--- src/rtl/pipe_trap_ctrl.sv ---
module pipe_trap_ctrl #(
  parameter int              XLEN       = 32,
  parameter logic [XLEN-1:0] HANDLER_PC = 32'h8000_0180
) (
  input  logic            clk,
  input  logic            rst_n,
  input  logic            if_fault,
  input  logic            id_illegal,
  input  logic            id_syscall,
  input  logic            ex_ovf,
  input  logic            dm_fault,
  input  logic            irq,
  input  logic            eret,
  input  logic [XLEN-1:0] if_pc,
  input  logic [XLEN-1:0] id_pc,
  input  logic [XLEN-1:0] ex_pc,
  input  logic [XLEN-1:0] dm_pc,
  output logic            redirect,
  output logic [XLEN-1:0] redirect_pc,
  output logic            kill_if,
  output logic            kill_id,
  output logic            kill_ex,
  output logic            kill_dm,
  output logic [XLEN-1:0] epc,
  output logic [2:0]      cause,
  output logic            in_trap
);

  logic            any_req;
  logic [2:0]      sel_cause;
  logic [XLEN-1:0] sel_pc;
  logic [3:0]      sel_kill;

  always_comb begin
    any_req   = 1'b1;
    sel_cause = 3'd0;
    sel_pc    = id_pc;
    sel_kill  = 4'b0000;
    if (dm_fault) begin
      sel_cause = 3'd4; sel_pc = dm_pc; sel_kill = 4'b1111;
    end else if (ex_ovf) begin
      sel_cause = 3'd3; sel_pc = ex_pc; sel_kill = 4'b0111;
    end else if (id_illegal) begin
      sel_cause = 3'd2; sel_pc = id_pc; sel_kill = 4'b0011;
    end else if (id_syscall) begin
      sel_cause = 3'd5; sel_pc = id_pc; sel_kill = 4'b0011;
    end else if (if_fault) begin
      sel_cause = 3'd1; sel_pc = if_pc; sel_kill = 4'b0001;
    end else if (irq) begin
      sel_cause = 3'd0; sel_pc = id_pc; sel_kill = 4'b0011;
    end else begin
      any_req = 1'b0;
    end
  end

  wire take = ~in_trap & any_req;
  wire ret  = in_trap & eret;

  assign {kill_dm, kill_ex, kill_id, kill_if} = {4{take}} & sel_kill;
  assign redirect    = take | ret;
  assign redirect_pc = ret ? epc : HANDLER_PC;

  always_ff @(posedge clk) begin
    if (!rst_n) begin
      in_trap <= 1'b0;
      epc     <= '0;
      cause   <= '0;
    end else if (take) begin
      in_trap <= 1'b1;
      epc     <= sel_pc;
      cause   <= sel_cause;
    end else if (ret) begin
      in_trap <= 1'b0;
    end
  end

  AST_KILL_DM_NEST: assert property (@(posedge clk) disable iff (!rst_n) kill_dm |-> kill_ex) else $error("kill nesting");
  AST_KILL_EX_NEST: assert property (@(posedge clk) disable iff (!rst_n) kill_ex |-> kill_id) else $error("kill nesting");
  AST_KILL_ID_NEST: assert property (@(posedge clk) disable iff (!rst_n) kill_id |-> kill_if) else $error("kill nesting");
  AST_KILL_DM_SRC:  assert property (@(posedge clk) disable iff (!rst_n) kill_dm |-> dm_fault) else $error("kill_dm source");
  AST_ONE_CYCLE:    assert property (@(posedge clk) disable iff (!rst_n) (redirect && !in_trap) |=> (!redirect || eret)) else $error("redirect length");
  AST_TAKE_MASKS:   assert property (@(posedge clk) disable iff (!rst_n) (kill_if && !in_trap) |=> in_trap) else $error("mask not set");
  AST_MASK_QUIET:   assert property (@(posedge clk) disable iff (!rst_n) in_trap |-> !kill_if) else $error("kill while masked");
  AST_EPC_HOLD:     assert property (@(posedge clk) disable iff (!rst_n) in_trap |=> ($stable(epc) && $stable(cause))) else $error("epc moved");
  AST_CAUSE_RANGE:  assert property (@(posedge clk) disable iff (!rst_n) cause <= 3'd5) else $error("bad cause");
  AST_RET_CLEARS:   assert property (@(posedge clk) disable iff (!rst_n) (in_trap && eret) |=> !in_trap) else $error("return");

endmodule

--- config.mk ---
export PLATFORM = sky130hd
export DESIGN_NAME = pipe_trap_ctrl
export DESIGN_NICKNAME = d
export VERILOG_FILES = /design/src/rtl/pipe_trap_ctrl.sv
export SDC_FILE = /design/constraint.sdc
export NUM_CORES = 1
export LEC_CHECK = 0
export BUFFER_PORTS_ARGS = -buffer_cell sky130_fd_sc_hd__buf_2
export CORE_MARGIN = 3
export CORE_UTILIZATION = 47
export DETAILED_ROUTE_END_ITERATION = 12
export PLACE_DENSITY = 0.95
export SLEW_MARGIN = 0
export SYNTH_ARGS = -nofsm -noshare
export SYNTH_HDL_FRONTEND = slang
export SYNTH_SLANG_ARGS = --single-unit
--- constraint.sdc ---
create_clock -name clk -period 3.3 [get_ports clk]
set_clock_uncertainty 0.1 [all_clocks]
set_input_delay 0.66 -clock clk [delete_from_list [all_inputs] [get_ports clk]]
set_output_delay 0.66 -clock clk [all_outputs]
set_load 0.005 [all_outputs]
==> summary.md <==
| Metric | Value |
|---|---|
| Syn Inst Count | `380` |
| Crit path buf inv count | `2` |
| N_diodes | `0` |
| Post-synth top cells | `nor3b_1, dfxtp_1, mux2i_1, a31oi_1, or4_1` |
| Top-Level Pins | `210` |
| DRT Wirelength | `11460 um` |
| Die extent in y | `89.23 um` |
| CP startpoint | `id_illegal` |
| #FFs+latches synth | `36` |
| # hold bufs at CTS | `0` |
| Antenna viol nets, final | `0` |
| Vias per cell | `6.363` |
| Status | `complete, no violations` |
| Cells after DPL | `620` |
| Clk network pwr share | `23.5%` |
| Rel. slew slack | `25.31%` |
| Clk Latency, worst-skew pair | `0.28 ns` |
| Sequential fraction of the synthesis area | `22.14%` |
| Final count of negative-setup-slack endpoints | `0` |
| HP Class | `flip-flop to flip-flop` |
| Area Overhead vs Synth | `29.05%` |
| Final setup margin | `0.7699 ns` |
| Arr. time, crit path | `1.77 ns` |
| F_max | `395.2 MHz` |
| Worst slew pin tran | `1.120 ns` |
| CTS clk-pin slew, worst paths | `0.07 ns` |
| Sequential share of power | `42.3%` |
| Vias in the first global route | `3742` |
| Most frequent cell after synthesis | `nor3b_1` |
| Worst path depth | `5` |
| Fin crit share | `76.67%` |
| CP delay by family, top | `buffers and inverters` |
| Post-DP HPWL | `8042 um` |
| Synth warnings | `0` |
| Port Buffers | `209` |
| Worst Hold End | `cause[1]` |
| Yosys cell types | `33` |
| Final setup TNS | `0 ns` |
| First-pass detailed-route iteration total | `5` |
| Fillers | `553` |
| CP max stage cell | `buf_2` |
| EDFF count, synth | `0` |
| Syn Area/Cell | `8.567 um2` |
| Core area | `6531 um2` |
| Rows | `29` |
| Req. time, crit path | `2.54 ns` |
| RR Endpoint | `epc[3]` |
| Worst-case clock buffer depth | `2` |
| Post-layout net count | `687` |
| Starting Density | `49.85%` |
| Worst slack, placed | `0.8136 ns` |
| H-tree lvl count | `2` |
| Routed len/inst | `18.33 um` |
| PostCTS Resize Cnt | `0` |
| Mapped Area | `3256 um2` |
| CTS tree | `built` |
| Crit path max fanout | `38` |
| Crit end category | `output pin` |
| Largest incremental delay on the critical path | `0.48 ns` |
| GRT Util Overall | `27.67%` |
| DRC Markers | `0` |
| Hold Path Stages | `2` |
| R2R depth | `4` |
| Main synth FF type | `dfxtp_1` |
| Die area | `7961 um2` |
| Routability cong. | `0.8196` |
| Synth area leaders | `dfxtp_1, nor3b_1, mux2i_1` |
| Syn_nets | `517` |
| Final cell count without fillers | `625` |
| Postcts setup bufs | `0` |
| Worst-path cell chain | `buf_2, nor2_1, a21o_4, nand2_1, buf_2` |
| Die width | `89.23 um` |
| Hold path start | `cause[1]` |
| Most frequent CP cell | `buf_2` |
| Post-synth ARST share | `0%` |
| Initial antenna violation count | `0` |
| Ratio of cells with drive above 1 in the final layout | `42.88%` |
| Leak | `1.877 nW` |
| Synth top area share | `22.14%` |
| CTS Buf Count | `5` |
| Cell taking the most area after synthesis | `dfxtp_1` |
| Pwr per Cell Area | `288.9 nW/um2` |
| Startpoint Class | `input pin` |
| Switching Fraction | `33.08%` |
| Crit path time final | `2.530 ns` |
| RSZ-0062 raised after global routing | `no` |
| DR vias | `3977` |
| Reg2Reg Launch Point | `in_trap` |
| Grt total ovfl | `0` |
| Wire length of the first global-routing pass | `17540 um` |
| Largest net degree at the start of global routing | `59` |
| Max Cap Violations | `0` |
| Gate power share | `34.2%` |
| Final Hold Vio Count | `0` |
| Post-layout util | `64.33%` |
| P_sw | `0.0004015 W` |
| Clock Tree Root | `clkbuf_8` |
| Crit Path Class | `input pin to output pin` |
| Final Max Slew Viols | `0` |
| CTS sink cnt | `36` |
| DRT iter0 DRCs | `285` |
| Peak VDD IR | `0.0001312 V` |
| R2R setup slack | `1.35 ns` |
| Power, Total | `0.001214 W` |
| Pint | `0.0008122 W` |
[power groups by stage]
stage	Clock [W]	Combinational, W	Sequential [W]
2_1_floorplan	0	0.000243	0.000517
3_3_place_gp	0	0.000398	0.000518
3_5_place_dp	0	0.000411	0.000522
4_1_cts	0.000295	0.000412	0.000512
5_1_grt	0.000309	0.000457	0.000519
6_report	0.000285	0.000415	0.000513
[per-layer routing]
layer	up-vias	routed length, um	track usage [%]	part of all wire (%)
li1	1869	-	-	-
met1	1823	4363	33.15	38
met2	255	5802	47.82	51
met3	30	1033	4.793	9.0
met4	0	257	12.99	2.2
met5	-	0	0	0
[sequential cells by signal, summed over array words and instances (netlist names)]
| name | flops |
|---|---|
| cause | 3 |
| in_trap | 1 |
| epc | 32 |
[area by class of cell]
| class | count | area (um2) | share of cell area (%) |
|---|---|---|---|
| clock buffers | 5 | 68.82 | 1.638 |
| inverters | 2 | 10.01 | 0.2382 |
| multi-input cells | 285 | 2175 | 51.76 |
| flip-flops and latches | 36 | 720.7 | 17.15 |
| well taps | 77 | 96.34 | 2.293 |
| repair buffers | 220 | 1131 | 26.92 |
[cell usage in the layout, fill, tap and decap left out, types with 2 or more instances in the layout]
master / n
a21oi_1: 2
a22oi_1: 31
a31oi_1: 33
and3_1: 29
buf_2: 208
buf_4: 12
clkbuf_8: 5
dfxtp_1: 36
mux2i_1: 34
nand2_1: 6
nor2_1: 3
nor2b_1: 2
nor3b_1: 65
o21ai_0: 2
o221ai_1: 31
or2_2: 3
or4_1: 32
[kinds of logic after synthesis]
kind of cell	synth area share, %
and+or+nand+nor	32.09
AOI/OAI and AO/OA	24.06
buffers and inverters	11.26
DFF	22.14
muxes	10.45
[per-stage QoR]
stage          cell area, um2  hold WS (ns)
2_1_floorplan            3256        0.3447
3_3_place_gp             4133        0.3498
3_5_place_dp             4133        0.3577
4_1_cts                  4202        0.3676
5_1_grt                  4202        0.3908
6_report                 4202        0.3696
[how the worst max path moves through the flow]
stage	to	slack (ns)
after floorplan	kill_id	1.10
after global placement	redirect	0.86
after detailed placement	epc[3]	0.81
after CTS	redirect	0.81
after global routing	redirect	0.69
final	redirect	0.77
[worst reg2reg max path, stage by stage, from the launching register on]
cell and delay (ns):
dfxtp_1 0.57, clkinv_1 0.47, buf_4 0.37, o221ai_1 0.23
a31oi_1 0.07
Note: power is estimated with default switching activity, not from simulation.
